<file path="src/rtl/rtc_pkg.sv">
// Shared constants and types of the RC trim calibrator.
// Assumes: trim geometry is fixed by the oscillator (7 digits of 4 bits).
package rtc_pkg;
    localparam int DIGITS    = 7;
    localparam int DIG_W     = 4;
    localparam int WORD_W    = DIGITS * DIG_W;
    localparam int VAL_W     = 8;
    localparam int VAL_MIN   = -8 * DIGITS;
    localparam int VAL_MAX   = 7 * DIGITS;
    localparam int SPAN      = VAL_MAX - VAL_MIN + 1;
    localparam int SIZE_INIT = SPAN / 2;
    localparam int VAL_INIT  = VAL_MAX - SIZE_INIT;

    typedef enum logic [2:0] {
        ST_IDLE,
        ST_CLR,
        ST_LOAD,
        ST_START,
        ST_WAIT_LO,
        ST_WAIT_HI,
        ST_STEP,
        ST_DONE
    } cal_state_e;
endpackage

</file>
<file path="src/rtl/trim_encoder.sv">
// Turns a signed search value into a multi-digit trim word.
// Uses floor division, so the remainder is always 0..DIGITS-1. Low-order
// digits receive the +1 share. Each digit keeps its low DIG_W bits.
// Assumes: purely combinational, value within the search range.
module trim_encoder #(
    parameter int DIGITS = 7,
    parameter int DIG_W  = 4,
    parameter int VAL_W  = 8
) (
    input  logic signed [VAL_W-1:0]        val_i,
    output logic        [DIGITS*DIG_W-1:0] word_o
);
    localparam logic signed [VAL_W-1:0] DIV = VAL_W'(DIGITS);

    logic signed [VAL_W-1:0] tq, tr, fq, fr, fq1;

    // Floor quotient and non-negative remainder.
    always_comb begin
        tq = val_i / DIV;
        tr = val_i % DIV;
        if (tr < 0) begin
            fq = tq - VAL_W'(1);
            fr = tr + DIV;
        end else begin
            fq = tq;
            fr = tr;
        end
        fq1 = fq + VAL_W'(1);
    end

    for (genvar gi = 0; gi < DIGITS; gi++) begin : g_digit
        // Digits below the remainder carry one extra step.
        assign word_o[gi*DIG_W +: DIG_W] = (gi < int'(fr)) ? fq1[DIG_W-1:0] : fq[DIG_W-1:0];
    end
endmodule

</file>
<file path="src/rtl/meas_window.sv">
// Counter-window measurement of the RC oscillator.
// Operations: an active-low clear, a load of LOAD_VAL, and a start that
// reaches the counter after two pipeline stages. During WIN_CYC cycles the
// count falls by one per RC edge and rises by one every second cycle.
// done_o is high when no window is open (also out of reset).
// Assumes: rc_edge_i already synchronous to clk.
module meas_window #(
    parameter int LOAD_VAL = 2048,
    parameter int WIN_CYC  = 4096,
    parameter int CNT_W    = 15
) (
    input  logic             clk,
    input  logic             rst_n,
    input  logic             clr_n_i,
    input  logic             load_i,
    input  logic             start_i,
    input  logic             rc_edge_i,
    output logic [CNT_W-1:0] count_o,
    output logic             done_o
);
    localparam int WIN_W = $clog2(WIN_CYC);

    logic             st1_q, st2_q, run_q;
    logic [WIN_W-1:0] win_q;
    logic [CNT_W-1:0] cnt_q;

    // Start pipeline, command decode and window counting.
    always_ff @(posedge clk) begin
        if (!rst_n) begin
            st1_q  <= 1'b0;
            st2_q  <= 1'b0;
            run_q  <= 1'b0;
            win_q  <= '0;
            cnt_q  <= '0;
            done_o <= 1'b1;
        end else begin
            st1_q <= start_i;
            st2_q <= st1_q;
            if (!clr_n_i) begin
                cnt_q <= '0;
                run_q <= 1'b0;
                win_q <= '0;
            end else if (load_i) begin
                cnt_q <= CNT_W'(LOAD_VAL);
            end else if (st2_q) begin
                run_q  <= 1'b1;
                done_o <= 1'b0;
                win_q  <= '0;
            end else if (run_q) begin
                cnt_q <= cnt_q + {{(CNT_W-1){1'b0}}, win_q[0]} - {{(CNT_W-1){1'b0}}, rc_edge_i};
                win_q <= win_q + WIN_W'(1);
                if (win_q == WIN_W'(WIN_CYC - 1)) begin
                    run_q  <= 1'b0;
                    done_o <= 1'b1;
                end
            end
        end
    end

    assign count_o = cnt_q;

    // the start request lowers done three edges after it is sampled.
    assert_start_delay_R5: assert property (@(posedge clk) disable iff (!rst_n)
        (start_i && clr_n_i) |=> ##2 !done_o);

    // with no window open and no command, the count holds.
    assert_count_idle_R4: assert property (@(posedge clk) disable iff (!rst_n)
        (!run_q && !st2_q && clr_n_i && !load_i) |=> $stable(count_o));
endmodule

</file>
<file path="src/rtl/rtc_search.sv">
// Binary-search sequencer of the RC trim calibrator.
// Runs ITERS measurement steps. Each step clears, loads and starts the
// counter, waits for its done low then high, then moves the value by
// half the step size unless the error is inside the deadband.
// Assumes: the counter keeps done high when idle.
module rtc_search
    import rtc_pkg::*;
#(
    parameter int ITERS    = 8,
    parameter int DEADBAND = 12,
    parameter int LOAD_VAL = 2048,
    parameter int CNT_W    = 15
) (
    input  logic                    clk,
    input  logic                    rst_n,
    input  logic                    start_i,
    input  logic                    meas_done_i,
    input  logic [CNT_W-1:0]        meas_count_i,
    output logic                    ctr_clr_n_o,
    output logic                    ctr_load_o,
    output logic                    ctr_start_o,
    output logic signed [VAL_W-1:0] val_o,
    output logic                    en_o,
    output logic                    done_o
);
    localparam int SZ_W = $clog2(SIZE_INIT + 1);
    localparam int IT_W = $clog2(ITERS + 1);
    localparam logic signed [VAL_W-1:0] VMIN_S = VAL_W'(VAL_MIN);
    localparam logic signed [VAL_W-1:0] VMAX_S = VAL_W'(VAL_MAX);
    localparam logic signed [CNT_W:0]   DB_S   = (CNT_W+1)'(DEADBAND);
    localparam logic signed [CNT_W:0]   LOAD_S = (CNT_W+1)'(LOAD_VAL);

    cal_state_e              st_q;
    logic [SZ_W-1:0]         size_q;
    logic [IT_W-1:0]         iter_q;
    logic signed [VAL_W-1:0] val_q, half_s;
    logic signed [CNT_W:0]   cnt_s, err_s;
    logic                    in_band, busy;

    // Signed count error and deadband test.
    always_comb begin
        cnt_s   = {meas_count_i[CNT_W-1], meas_count_i};
        err_s   = LOAD_S - cnt_s;
        in_band = (err_s <= DB_S) && (err_s >= -DB_S);
        half_s  = VAL_W'(size_q >> 1);
    end

    assign busy        = (st_q != ST_IDLE) && (st_q != ST_DONE);
    assign ctr_clr_n_o = (st_q != ST_CLR);
    assign ctr_load_o  = (st_q == ST_LOAD);
    assign ctr_start_o = (st_q == ST_START);
    assign val_o       = val_q;

    // Sequencing of the measurement steps and the search update.
    always_ff @(posedge clk) begin
        if (!rst_n) begin
            st_q   <= ST_IDLE;
            size_q <= '0;
            iter_q <= '0;
            val_q  <= '0;
            en_o   <= 1'b0;
            done_o <= 1'b0;
        end else begin
            case (st_q)
                ST_IDLE, ST_DONE: begin
                    if (start_i) begin
                        val_q  <= VAL_W'(VAL_INIT);
                        size_q <= SZ_W'(SIZE_INIT);
                        iter_q <= '0;
                        en_o   <= 1'b0;
                        done_o <= 1'b0;
                        st_q   <= ST_CLR;
                    end
                end
                ST_CLR:     st_q <= ST_LOAD;
                ST_LOAD:    st_q <= ST_START;
                ST_START:   st_q <= ST_WAIT_LO;
                ST_WAIT_LO: if (!meas_done_i) st_q <= ST_WAIT_HI;
                ST_WAIT_HI: if (meas_done_i)  st_q <= ST_STEP;
                ST_STEP: begin
                    if (!in_band) begin
                        if (err_s > 0) val_q <= val_q - half_s;
                        else           val_q <= val_q + half_s;
                    end
                    size_q <= SZ_W'((size_q + SZ_W'(1)) >> 1);
                    iter_q <= iter_q + IT_W'(1);
                    if (iter_q == IT_W'(ITERS - 1)) begin
                        en_o   <= 1'b1;
                        done_o <= 1'b1;
                        st_q   <= ST_DONE;
                    end else begin
                        st_q <= ST_CLR;
                    end
                end
                default: st_q <= ST_IDLE;
            endcase
        end
    end

    assert_en_low_busy_R8: assert property (@(posedge clk) disable iff (!rst_n)
        busy |-> !en_o);

    assert_done_sticky_R10: assert property (@(posedge clk) disable iff (!rst_n)
        (done_o && !start_i) |=> done_o);

    assert_deadband_hold_R6: assert property (@(posedge clk) disable iff (!rst_n)
        (st_q == ST_STEP && in_band) |=> $stable(val_o));

    assert_iter_count_R7: assert property (@(posedge clk) disable iff (!rst_n)
        $rose(done_o) |-> (iter_q == IT_W'(ITERS)));

    assert_ignore_start_R9: assert property (@(posedge clk) disable iff (!rst_n)
        (st_q == ST_WAIT_HI && start_i && !meas_done_i) |=> (st_q == ST_WAIT_HI));

    assert_load_after_clear_R4: assert property (@(posedge clk) disable iff (!rst_n)
        ctr_load_o |-> $past(!ctr_clr_n_o));

    assert_value_range_R11: assert property (@(posedge clk) disable iff (!rst_n)
        (val_o >= VMIN_S) && (val_o <= VMAX_S));
endmodule

</file>
<file path="src/rtl/rc_trim_cal.sv">
// RC oscillator trim calibrator top: search sequencer, measurement
// counter window and trim-word encoder.
// Assumes: single clock domain; rc_edge_i pulses are already synchronous.
module rc_trim_cal
    import rtc_pkg::*;
#(
    parameter int WIN_CYC  = 4096,
    parameter int LOAD_VAL = 2048,
    parameter int DEADBAND = 12,
    parameter int ITERS    = 8
) (
    input  logic              clk,
    input  logic              rst_n,
    input  logic              start_i,
    input  logic              rc_edge_i,
    output logic [WORD_W-1:0] trim_word_o,
    output logic              trim_en_o,
    output logic              done_o
);
    localparam int CNT_W = $clog2(LOAD_VAL + WIN_CYC) + 2;

    logic                    clr_n, load, mstart, mdone;
    logic [CNT_W-1:0]        mcount;
    logic signed [VAL_W-1:0] val;

    rtc_search #(
        .ITERS(ITERS), .DEADBAND(DEADBAND), .LOAD_VAL(LOAD_VAL), .CNT_W(CNT_W)
    ) u_search (
        .clk(clk), .rst_n(rst_n), .start_i(start_i),
        .meas_done_i(mdone), .meas_count_i(mcount),
        .ctr_clr_n_o(clr_n), .ctr_load_o(load), .ctr_start_o(mstart),
        .val_o(val), .en_o(trim_en_o), .done_o(done_o)
    );

    meas_window #(
        .LOAD_VAL(LOAD_VAL), .WIN_CYC(WIN_CYC), .CNT_W(CNT_W)
    ) u_meas (
        .clk(clk), .rst_n(rst_n), .clr_n_i(clr_n), .load_i(load),
        .start_i(mstart), .rc_edge_i(rc_edge_i),
        .count_o(mcount), .done_o(mdone)
    );

    trim_encoder #(
        .DIGITS(DIGITS), .DIG_W(DIG_W), .VAL_W(VAL_W)
    ) u_enc (
        .val_i(val), .word_o(trim_word_o)
    );
endmodule

</file>
<file path="config.mk">
export PLATFORM = sky130hd
export DESIGN_NAME = rc_trim_cal
export DESIGN_NICKNAME = d
export VERILOG_FILES = /design/src/rtl/rtc_pkg.sv /design/src/rtl/trim_encoder.sv /design/src/rtl/meas_window.sv /design/src/rtl/rtc_search.sv /design/src/rtl/rc_trim_cal.sv
export SDC_FILE = /design/constraint.sdc
export NUM_CORES = 1
export LEC_CHECK = 0
export BUFFER_PORTS_ARGS = -buffer_cell sky130_fd_sc_hd__buf_2
export CORE_MARGIN = 2
export CORE_UTILIZATION = 45
export CTS_CLUSTER_DIAMETER = 30
export DETAILED_ROUTE_END_ITERATION = 10
export GPL_TIMING_DRIVEN = 0
export PLACE_DENSITY = 0.69
export RECOVER_POWER = 100
export SKIP_LAST_GASP = 1
export SLEW_MARGIN = 20
export SYNTH_ARGS = -nofsm -noshare
export SYNTH_HDL_FRONTEND = slang
export SYNTH_HIERARCHICAL = 1
export SYNTH_SLANG_ARGS = --single-unit
</file>
<file path="constraint.sdc">
create_clock -name clk -period 9.38 [get_ports clk]
set_clock_uncertainty 0.1 [all_clocks]
set_input_delay 1.876 -clock clk [delete_from_list [all_inputs] [get_ports clk]]
set_output_delay 1.876 -clock clk [all_outputs]
set_load 0.005 [all_outputs]
</file>
* Word level (Yosys, flattened, before mapping)
Cells that the tools add are included.
Operators by class: muxes and demuxes 36, $lt $le $gt $ge 11, div/mod/pow operators 2, reduce and logical (&&, ||, !) cells 17, equal/unequal tests 16, bitwise logic cells 4, add/subtract/negate cells 11
Operator list (count):
- 12-bit two-way mux | 5
- 4-bit two-way mux | 9
- 8-bit two-way mux | 4
- 4-bit by 8-bit less-than comparator with 1-bit output, first input constant | 3
- 3-bit case mux with 7 select lines | 1
- 16-bit by 5-bit greater-or-equal comparator with 1-bit output, second input constant | 1
- 16-bit by 1-bit greater-than comparator with 1-bit output, second input constant | 1
- 16-bit by 5-bit less-or-equal comparator with 1-bit output, second input constant | 1
- 3-bit by 8-bit less-than comparator with 1-bit output, first input constant | 2
- 8-bit case mux with 2 select lines | 1
- 13-bit by 15-bit subtractor with 16-bit output, first input constant | 1
- 15-bit by 1-bit adder with 15-bit output | 1
- 15-bit by 1-bit subtractor with 15-bit output | 1
- 12-bit by 1-bit adder with 12-bit output, second input constant | 1
- 12-bit equality test, second input constant | 1
- 3-bit equality test, second input constant | 4
- 3-bit two-way mux | 4
- 6-bit case mux with 2 select lines | 1
- 2-bit AND reduction | 5
- 3-bit AND reduction | 3
- 8-bit by 4-bit adder with 8-bit output, second input constant | 1
- 8-bit by 6-bit adder with 8-bit output | 1
- 8-bit by 4-bit divider with 8-bit output, second input constant | 1
- 1-bit by 8-bit less-than comparator with 1-bit output, first input constant | 1
- other kinds (25) | 43
Word-level totals: word-level logic and storage cells 109, flip-flop bits (word level) 53, bits of input ports 4, output and inout bits 30

* Depth between registers and ports, before layout
Gate-level depths: netlist (run 1).
word-level depth 5, mapped depth 30, depth with buffers taken out 26

* Cells and area by module
The synthesis (run 1) kept the hierarchy.
Modules (own cells, without submodules):
- trim_encoder | area an instance 2484.9 um^2, seq. area each 0.0 um^2, cells an instance 327, instances 1
- meas_window | area an instance 2040.7 um^2, seq. area each 620.6 um^2, cells an instance 253, instances 1
- rtc_search | area an instance 1610.3 um^2, seq. area each 440.4 um^2, cells an instance 198, instances 1

* Worst setup path before layout (run 1)
Ideal clock, no wire load.
path kind flip-flop to output port, start point reg u_search.val_q[0] (netlist: u_search/val_o[0]), end point out trim_word_o[5], setup slack 1108 ps, path buffers 2, data arrival time 6296 ps, cell stages (with the launch flop) 28, data required time 7404 ps, cells stage by stage dfxtp_1 -> clkbuf_1 -> clkinv_1 -> ha_1 -> nor3b_1 -> a31oi_1 -> a21oi_1 -> o2bb2ai_1 -> a221oi_2 -> inv_2 -> ha_1 -> o2111a_1 -> o21ai_0 -> o21a_1 -> inv_1 -> ha_1 -> a21oi_2 -> buf_6 -> o21ai_0 -> ha_1 -> a221oi_1 -> ha_1 -> nor3b_1 -> o21ai_0 -> nand4_1 -> o22ai_2 -> a31oi_1 -> mux2_1
On the way: cells in the longest elaborated chain, start to end 5, elaborated cells between the ends (all ways) 10, those cells by class 3 x add/sub; 2 x div; 2 x order compare; 3 x mux
RTL lines:
- start, declared | line rtc_search.sv:36 | logic signed [VAL_W-1:0] val_q, half_s;
- start signal, assigned | line rtc_search.sv:67 | val_q <= VAL_W'(VAL_INIT);
- start signal, assigned | line rtc_search.sv:82 | if (err_s > 0) val_q <= val_q - half_s;
- start signal, assigned | line rtc_search.sv:83 | else val_q <= val_q + half_s;
- 8-bit by 4-bit remainder unit with 8-bit output or 8-bit by 4-bit divider with 8-bit output (tied branches) | line trim_encoder.sv:20, trim_encoder.sv:19
- 8-bit by 4-bit adder with 8-bit output, or another cell as far along | line trim_encoder.sv:23 | fr = tr + DIV;
- 8-bit two-way mux or 4-bit two-way mux (tied branches) | line trim_encoder.sv:21 | if (tr < 0) begin
- 2-bit by 8-bit less-than comparator with 1-bit output or 4-bit by 2-bit adder with 4-bit output (tied branches) | line trim_encoder.sv:33, trim_encoder.sv:28
- 4-bit two-way mux (*) | line trim_encoder.sv:33 | assign word_o[gi*DIG_W +: DIG_W] = (gi < int'(fr)) ? fq1[DIG_W-1:0] : fq[DIG_W-1:0];
- end, declared | line rc_trim_cal.sv:16 | output logic [WORD_W-1:0] trim_word_o,
Every way passes the cells marked *; elsewhere a longest branch is shown, timed or not.

* Worst setup path after layout (run 1)
start point reg u_search.val_q[0] (netlist: u_search/val_o[0]), end point out trim_word_o[9]
On the way: cells in the longest elaborated chain, start to end 5, elaborated cells between the ends (all ways) 10, those cells by class 3 x add/sub; 2 x div; 2 x order compare; 3 x mux
RTL lines (line):
- 8-bit by 4-bit remainder unit with 8-bit output or 8-bit by 4-bit divider with 8-bit output (tied branches) | trim_encoder.sv:20, trim_encoder.sv:19
- 8-bit by 4-bit adder with 8-bit output, or another cell as far along | trim_encoder.sv:23
- 8-bit two-way mux or 4-bit two-way mux (tied branches) | trim_encoder.sv:21
- 3-bit by 8-bit less-than comparator with 1-bit output or 4-bit by 2-bit adder with 4-bit output (tied branches) | trim_encoder.sv:33, trim_encoder.sv:28
- 4-bit two-way mux (*) | trim_encoder.sv:33
Marked as above.

==> results of run 1 <==
## cell usage after synthesis, types with 5 or more instances
library cell	number
nor2_1	67
xor2_1	20
a211oi_1	11
a31o_2	5
and3_1	10
xnor2_1	31
buf_6	8
nand4_1	14
mux2i_1	12
a31oi_1	11
nor2b_1	8
or2_2	5
clkbuf_1	17
and2_1	5
o21ai_0	32
o21a_1	12
o211ai_1	8
nor4_1	9
a21oi_2	8
nand3_1	33
o311ai_0	6
nand2_1	50
nand2b_1	7
dfxtp_1	53
ha_1	35
inv_1	39
nor3_1	24
a21oi_1	55
a21o_1	12
a211o_1	6
mux2_1	6
or3_1	11
a221oi_2	5
## report_power, final
part,internal [mW],switching (mW)
clock,0.0999,0.0882
combinational,0.590,0.713
sequential,0.234,0.0115
## repair_timing
action | in CTS | in global routing
gates resized for setup | 9 | 12
endpoints found under the setup margin | 28 | 28
setup buffers | 1 | 9
pin swaps | 0 | 7
## worst max path at each step
stage / cells after the start / to / slack (ns)
finish: 29 / trim_word_o[9] / 0.45
global route: 30 / trim_word_o[6] / 0.02
CTS: 28 / trim_word_o[5] / 0.005
detailed placement: 27 / trim_word_o[5] / -0.40
global placement: 27 / trim_word_o[5] / -0.38
floorplan: 27 / trim_word_o[5] / 1.11
## sequential cells by signal, indices dropped and copies added (netlist names)
signal / count
u_meas/done_o: 1
u_search/val_o: 8
u_meas/win_q: 12
u_meas/st1_q: 1
u_search/size_q: 6
u_meas/run_q: 1
u_search/st_q: 3
u_search/done_o: 1
u_meas/count_o: 15
u_search/iter_q: 4
u_meas/st2_q: 1
## kinds of logic (layout without fill, tap and decap cells)
family	count (synthesis)	in the layout	share of synthesized area [%]
AND/OR/NAND/NOR	286	286	25.2
flip-flops	53	53	17.3
XOR/XNOR	53	53	7.81
AO/OA/AOI/OAI	247	247	31.6
adder cells (fa/ha/maj)	37	37	7.79
buffers and inverters	78	129	6.04
multiplexers	24	24	4.26
## worst max-delay path: cells and delay by family (launching register included)
kind	cells	cell delay, ns
AOI/OAI and AO/OA	14	3.29
buffers and inverters	7	1.12
adders and majority gates	4	1.05
and+or+nand+nor	3	0.50
DFF	1	0.39
muxes	1	0.31
## final cells by class
class                           instances  area, sq um
Tap cell                              176          220
Timing Repair Buffer                   43          239
Sequential cell                        53         1060
Fill cell                            1299         6470
Clock buffer                            6          129
Multi-Input combinational cell        647         4780
Clock inverter                          2         13.8
Buffer                                 34          209
Inverter                               44          166
## metrics by stage
stage	power, mW	util (%)
6_report	1.74	51.3
5_1_grt	1.88	51.3
4_1_cts	1.68	50.5
3_5_place_dp	1.47	49.0
3_3_place_gp	1.47	49.0
2_1_floorplan	1.13	-
## metal layers
layer,GRT usage (%),share of wire [%],vias to the layer above
met1,28.0,48,2790
met2,34.8,48,107
li1,-,-,3035
met4,5.01,0.82,0
met5,0,0,-
met3,1.93,3.0,11
==> results.toml, run 1 <==
[final_layout]
flow.area_growth_from_synthesis_pct = 11.2
top_library_cells_by_usage_in_the_layout_fill_and_taps_aside = "nor2_1, a21oi_1, dfxtp_1"
stdcell_area_sq_um = 6820
finalNonFillerCells = 1005
post_route_cells_drive_above_1_share_pct = 18.3
commonest_non_fill_non_tap_cell_in_the_layout = "nor2_1"
num_antenna_cells = 0
fin_nets = 869

[setup_path]
worst_reg_to_reg_path_cell_count = 12
setup.worst_path.start = "u_search/val_o[0]$_SDFFE_PN0P_"
crit_path_max_fanout = 11
crit-reg2reg-launch = "u_meas/win_q[0]$_SDFFE_PN0P_"
timing_worst_setup_path_type = "register to output port"
timing.critical_path.required_ns = 7.40
crit_path_end_kind = "output port"
timing.reg2reg.setup_slack_ns = 6.22
worstReg2RegEnd = "u_meas/count_o[12]$_SDFFE_PP0P_"
critical_path.max_stage_delay_ns = 0.50
worstPathArrival_ns = 6.95
slowest_stage = "a2111oi_4"
worst_setup_path_start_kind = "register"

[global_routing]
globalRoute.totalOverflow = 0
grt_max_degree = 17
grt_pass1_vias = 5536
grt_use_total_pct = 20.5
grt_pass1_wl_mm = 25.5
grt_antenna_before_repair = 0

[yosys]
netlist.top_cell.by_area = "dfxtp_1"
ys_seq_elements = 53
ys_flop_type = "dfxtp_1"
area_share_of_the_largest_cell_type_after_synthesis_pct = 17.3
synth_top_cells_by_area = "dfxtp_1, ha_1, a21oi_1, xnor2_1, nor2_1"
synth-warning-count = 6
number_of_enable_flip_flop_cells_after_synthesis = 0
async_reset_ff_share_pct = 0
ys_types = 113
yosysSeqAreaShare_pct = 17.3
syn_area_per_cell_sq_um = 7.89
mappedNetlistNets = 819
netlist_instances = 778
netlist_area_sq_um = 6140

[placed_design]
dp_worst_setup_slack_ns = -0.398
total_cell_area_at_the_placement_stage_sq_um = 6520
globalplace.congestion = 0.926
portBuffers = 33
post-place-cells = 987
final_hpwl_dp_mm = 11.4

[cts]
numCtsBuffers = 5
clock_path_buffers = 2
clock_tree.htree_level_count = 2
worst_skew_pair.late_latency_ns = 0.30
clk_transition_reported_paths_ns = 0.07
cts_tree = "done"
post_cts_hold_buffer_count = 0
cts_root_buffer = "clkbuf_16"
numClockSinks = 53

[route]
routed-via-count = 5943
avgRoutedWirePerCell_um = 15.1
drc_errors = 0
drt_first_iter_violations = 318
dr.pass1.iters = 4
ant_nets = 0
vias_per_inst = 5.91
wl_mm = 15.1

[min_path]
min_path_cells = 2
hold_end = "u_search/size_q[5]$_SDFFE_PN0P_"
min-delay-start = "u_search/size_q[5]$_SDFFE_PN0P_"
worstHoldPathType = "register to register"

[sta]
final_hold_viol_count = 0
report.final.setup_viol = 0
hold_slack_ns = 0.361
unrepaired_setup_endpoints_after_global_routing = "false"
fin_tns_setup_ns = 0
finalCritPeriodShare_pct = 95.2
worst_slack_ns = 0.454
max_freq_ghz = 0.112
report.final.slew_viol_count = 0
slew-limit-headroom_pct = 29.9
timing_worst_slew_pin_value_ns = 1.04
final.min_clock_period_ns = 8.93

[power_and_ir_drop]
pwr_dens_nw_per_um2 = 255
leakagePower_nw = 2.60
max-vdd-ir-drop_v = 0.000178

[floorplan]
std_cell_rows = 42
number_of_top_level_design_ports = 34
die-area_sq_um = 14600
placeableCoreArea_sq_um = 13300
initial_core_util_pct = 46.2
fp.dieH_um = 121
die_w_um = 121

[run_status]
outcome = "completed"

[run]
drv.max_cap_violation_count = 0
(Power assumes the default switching activity.)
==> run 2, diff against run 1 <==
- ABC_AREA: not set -> 1
==> results.toml, run 2 <==
[run_status]
outcome = "completed"

[global_routing]
grt_use_total_pct = 19.2
globalRoute.totalOverflow = 0
grt_max_degree = 20
grt_pass1_wl_mm = 23.3
grt_antenna_before_repair = 0
grt_pass1_vias = 5317

[power_and_ir_drop]
power.share.sequential_pct = 9.6
pwr_dens_nw_per_um2 = 411
fin_total_pwr_mw = 2.64
netSwitchingFraction_pct = 55.4
combPwrFrac_pct = 83.0
internal_power_mw = 1.18
power_frac_clock_pct = 7.4
switchingPower_mw = 1.46
max-vdd-ir-drop_v = 0.000271
leakagePower_nw = 3.33

[yosys]
syn_area_per_cell_sq_um = 6.05
ys_types = 52
netlist_area_sq_um = 5910
async_reset_ff_share_pct = 0
synthMostInstantiatedCell = "nand2_1"
yosysSeqAreaShare_pct = 18.0
synth_top_cells_by_area = "dfxtp_1, nand2_1, nand3_1, inv_1, ha_1"
number_of_enable_flip_flop_cells_after_synthesis = 0
post_synth_most_frequent_cells = "nand2_1, inv_1, nand3_1, nor2_1"
ys_seq_elements = 53
ys_flop_type = "dfxtp_1"
synth-warning-count = 6
mappedNetlistNets = 1017
netlist.top_cell.by_area = "dfxtp_1"
area_share_of_the_largest_cell_type_after_synthesis_pct = 18.0
netlist_instances = 976

[floorplan]
std_cell_rows = 41
number_of_top_level_design_ports = 34
die_w_um = 119
initial_core_util_pct = 46.4
fp.dieH_um = 119
placeableCoreArea_sq_um = 12700
die-area_sq_um = 14100

[final_layout]
post_route_cells_drive_above_1_share_pct = 13.7
fin_nets = 1057
commonest_non_fill_non_tap_cell_in_the_layout = "nand2_1"
post-route-util_pct = 50.5
top_library_cells_by_usage_in_the_layout_fill_and_taps_aside = "nand2_1, inv_1, nand3_1"
flow.area_growth_from_synthesis_pct = 8.71
largest_register_ff_count = 15
num_antenna_cells = 0

[sta]
final.min_clock_period_ns = 8.35
timing_worst_slew_pin_value_ns = 0.849
final_hold_viol_count = 0
max_freq_ghz = 0.120
slew-limit-headroom_pct = 43.0
finalCritPeriodShare_pct = 89.0
unrepaired_setup_endpoints_after_global_routing = "false"
worst_slack_ns = 1.03
report.final.setup_viol = 0
fin_tns_setup_ns = 0
report.final.slew_viol_count = 0

[cts]
clock_tree.htree_level_count = 2
clk_transition_reported_paths_ns = 0.08
cts_root_buffer = "clkbuf_16"
post_cts_buffers = 0
clock_path_buffers = 2
cts_resized = 0
worst_skew_pair.late_latency_ns = 0.30
cts_tree = "done"
post_cts_hold_buffer_count = 0
numClockSinks = 53
numCtsBuffers = 5

[setup_path]
slowest_stage = "dfxtp_1"
crit-reg2reg-launch = "u_meas/count_o[11]$_SDFFE_PN0P_"
worstPathArrival_ns = 6.38
crit_path_max_fanout = 9
crit_path_end_kind = "output port"
timing.critical_path.required_ns = 7.40
timing_worst_setup_path_type = "register to output port"
timing.reg2reg.setup_slack_ns = 6.31
setup.worst_path.start = "u_search/val_o[0]$_SDFFE_PN0P_"
worst_reg_to_reg_path_cell_count = 15
worst_setup_path_start_kind = "register"
critical_path_most_common_cell = "nand2_1"
critical_path.max_stage_delay_ns = 0.52

[route]
wl_mm = 13.1
ant_nets = 0
vias_per_inst = 4.98
drc_errors = 0
routed-via-count = 5917
drt_first_iter_violations = 313
dr.pass1.iters = 5
avgRoutedWirePerCell_um = 11.0

[min_path]
worstHoldPathType = "register to register"
min_path_cells = 2
min-delay-start = "u_meas/st1_q$_SDFF_PN0_"

[placed_design]
final_hpwl_dp_mm = 10.4
portBuffers = 33
globalplace.congestion = 0.871
dp_worst_setup_slack_ns = 1.69

[run]
drv.max_cap_violation_count = 0
-- run 2: cell types whose count changed after synthesis, sizes merged, moves of 12 or more --
| cell | delta |
|---|---|
| nand2 | +268 |
| inv | +107 |
| nand3 | +84 |
| nor2 | +31 |
| xnor2 | -27 |
| nor3 | -19 |
| a211oi | -15 |
| a31oi | -13 |
| clkbuf | -13 |
| mux2i | -13 |
| and3 | -12 |
| o21a | -12 |
| or3 | -12 |
-- run 2: path summary, 6_finish.rpt --
kind	to
worst max-delay path	trim_word_o[18]
worst min-delay path	u_meas/st2_q$_SDFF_PN0_
worst max register to register	u_search/val_o[6]$_SDFFE_PN0P_
worst min register to register	u_meas/st2_q$_SDFF_PN0_
-- run 2: through the flow --
| step | area, sq um | hold slack [ns] | cells |
|---|---|---|---|
| after global routing | 6420 | 0.348 | 1189 |
| after global placement | 6290 | 0.301 | 1181 |
| after CTS | 6450 | 0.331 | 1189 |
| final | 6420 | 0.327 | 1189 |
| after floorplan | 5910 | 0.290 | 976 |
| after detailed placement | 6290 | 0.312 | 1181 |
-- run 2: worst max-delay path, delay by kind of cell (launching register included) --
family,cells,cell delay (ns)
DFF,1,0.52
adders and majority gates,5,1.12
buffers and inverters,5,0.41
AOI/OAI and AO/OA,4,0.97
and+or+nand+nor,27,3.06
-- run 2: layer usage --
layer  wire length [um]  share of wire, %  GRT usage, %  vias up
met1               6560                50          26.1     2618
li1                   -                 -             -     3219
met3                362               2.8          2.46        7
met2               6130                47          33.0       73
met4                 67              0.51          2.98        0
met5                  0                 0             0        -
-- run 2: power groups by stage --
stage | clock, mW | combinational, mW | sequential [mW]
6_report | 0.195 | 2.19 | 0.253
2_1_floorplan | 0 | 1.60 | 0.254
3_3_place_gp | 0 | 2.20 | 0.258
5_1_grt | 0.210 | 2.48 | 0.255
4_1_cts | 0.204 | 2.22 | 0.253
3_5_place_dp | 0 | 2.22 | 0.258
-- run 2: cell type report --
class,count,area [sq um]
Clock inverter,3,33.8
Timing Repair Buffer,33,160
Fill cell,1399,6300
Clock buffer,5,125
Sequential cell,53,1060
Multi-Input combinational cell,761,4190
Inverter,149,564
Buffer,13,70.1
Tap cell,172,215
-- run 2: kinds of logic after synthesis --
| group | count (synthesis) | share of synthesized area, % |
|---|---|---|
| and+or+nand+nor | 575 | 46.4 |
| buffers and inverters | 162 | 10.8 |
| AOI/OAI and AO/OA | 124 | 12.6 |
| DFF | 53 | 18.0 |
| adders and majority gates | 37 | 8.09 |
| xor gates and xnor gates | 25 | 4.15 |
==> run 3, diff against run 2 <==
- BUFFER_PORTS_ARGS: -buffer_cell sky130_fd_sc_hd__buf_2 -> not set
- DONT_BUFFER_PORTS: not set -> 1
- PLACE_DENSITY: 0.69 -> 0.67
- SKIP_LAST_GASP: 1 -> not set
==> results.toml, run 3 (synthesis results as in run 2) <==
[run_status]
outcome = "completed"

[cts]
post_cts_buffers = 0
worst_skew_pair.late_latency_ns = 0.30
cts_root_buffer = "clkbuf_16"
post_cts_hold_buffer_count = 0
cts_resized = 0
cts_tree = "done"
clock_path_buffers = 2
numCtsBuffers = 5
numClockSinks = 53
clk_transition_reported_paths_ns = 0.07
clock_tree.htree_level_count = 2

[setup_path]
slowest_stage = "dfxtp_1"
timing.critical_path.required_ns = 7.40
timing_worst_setup_path_type = "register to output port"
worstPathArrival_ns = 6.30
crit_path_max_fanout = 9
critical_path_most_common_cell = "nand2_1"
crit_path_end_kind = "output port"
worst_reg_to_reg_path_cell_count = 15
critical_path.max_stage_delay_ns = 0.54
worst_setup_path_start_kind = "register"

[global_routing]
grt_use_total_pct = 19.2
grt_pass1_vias = 5341
globalRoute.totalOverflow = 0
grt_max_degree = 19
grt_pass1_wl_mm = 23.6
grt_antenna_before_repair = 0

[final_layout]
post-route-util_pct = 49.4
fin_nets = 1024
top_library_cells_by_usage_in_the_layout_fill_and_taps_aside = "nand2_1, inv_1, nand3_1"
stdcell_area_sq_um = 6280
post_route_cells_drive_above_1_share_pct = 11.5
largest_register_ff_count = 15
commonest_non_fill_non_tap_cell_in_the_layout = "nand2_1"
flow.area_growth_from_synthesis_pct = 6.38
num_antenna_cells = 0
finalNonFillerCells = 1156

[run]
drv.max_cap_violation_count = 0

[route]
dr.pass1.iters = 5
ant_nets = 0
vias_per_inst = 5.02
drc_errors = 0
drt_first_iter_violations = 342
routed-via-count = 5803
avgRoutedWirePerCell_um = 11.2
wl_mm = 12.9

[min_path]
worstHoldPathType = "register to register"
min_path_cells = 2

[sta]
timing_worst_slew_pin_value_ns = 0.850
slew-limit-headroom_pct = 42.9
hold_slack_ns = 0.316
report.final.setup_viol = 0
fin_tns_setup_ns = 0
unrepaired_setup_endpoints_after_global_routing = "false"
max_freq_ghz = 0.121
report.final.slew_viol_count = 0
worst_slack_ns = 1.10
final_hold_viol_count = 0
finalCritPeriodShare_pct = 88.2
final.min_clock_period_ns = 8.28

[placed_design]
dp_worst_setup_slack_ns = 1.74
globalplace.congestion = 0.905
portBuffers = 0
total_cell_area_at_the_placement_stage_sq_um = 6120
final_hpwl_dp_mm = 10.2
post-place-cells = 1148

[power_and_ir_drop]
pwr_dens_nw_per_um2 = 378
max-vdd-ir-drop_v = 0.000254
leakagePower_nw = 3.21
fin_total_pwr_mw = 2.38

[floorplan]
die_w_um = 119
std_cell_rows = 41
fp.dieH_um = 119
placeableCoreArea_sq_um = 12700
initial_core_util_pct = 46.4
die-area_sq_um = 14100
number_of_top_level_design_ports = 34
==> run 3: report_power, final <==
part | internal (mW) | leakage [nW] | switching [mW]
sequential | 0.237 | 0.430 | 0.0166
combinational | 0.619 | 2.70 | 1.28
clock | 0.128 | 0.0848 | 0.0924
==> run 3: cell type report <==
cell class,instances,area (sq um)
buffer,13,70.1
multi-input combinational,761,4200
tap,172,215
sequential,53,1060
clock inverter,3,47.5
clock buffer,5,125
inverter,149,564
fill,1361,6440
==> run 3: final timing paths <==
check | from | endpoint | slack, ns
worst max-delay path | u_search/val_o[0]$_SDFFE_PN0P_ | trim_word_o[3] | 1.10
worst min-delay path | u_meas/st1_q$_SDFF_PN0_ | u_meas/st2_q$_SDFF_PN0_ | 0.32
worst max register to register | u_meas/count_o[11]$_SDFFE_PN0P_ | u_search/val_o[6]$_SDFFE_PN0P_ | 6.33
worst min register to register | u_meas/st1_q$_SDFF_PN0_ | u_meas/st2_q$_SDFF_PN0_ | 0.32
==> run 3: metal layers <==
metal | track usage (%) | up-vias | routed length (um)
met5 | 0 | - | 0
met4 | 2.90 | 0 | 93
met1 | 26.1 | 2560 | 6350
met2 | 33.1 | 86 | 6030
li1 | - | 3147 | -
met3 | 2.36 | 10 | 473
==> run 3: worst max-delay path: cells and delay by family (launching register included) <==
kind            cells  cell delay (ns)
compound gates      3             0.50
fa+ha+maj           5             1.07
buf+inv             4             0.32
flops               1             0.54
simple gates       30             3.54
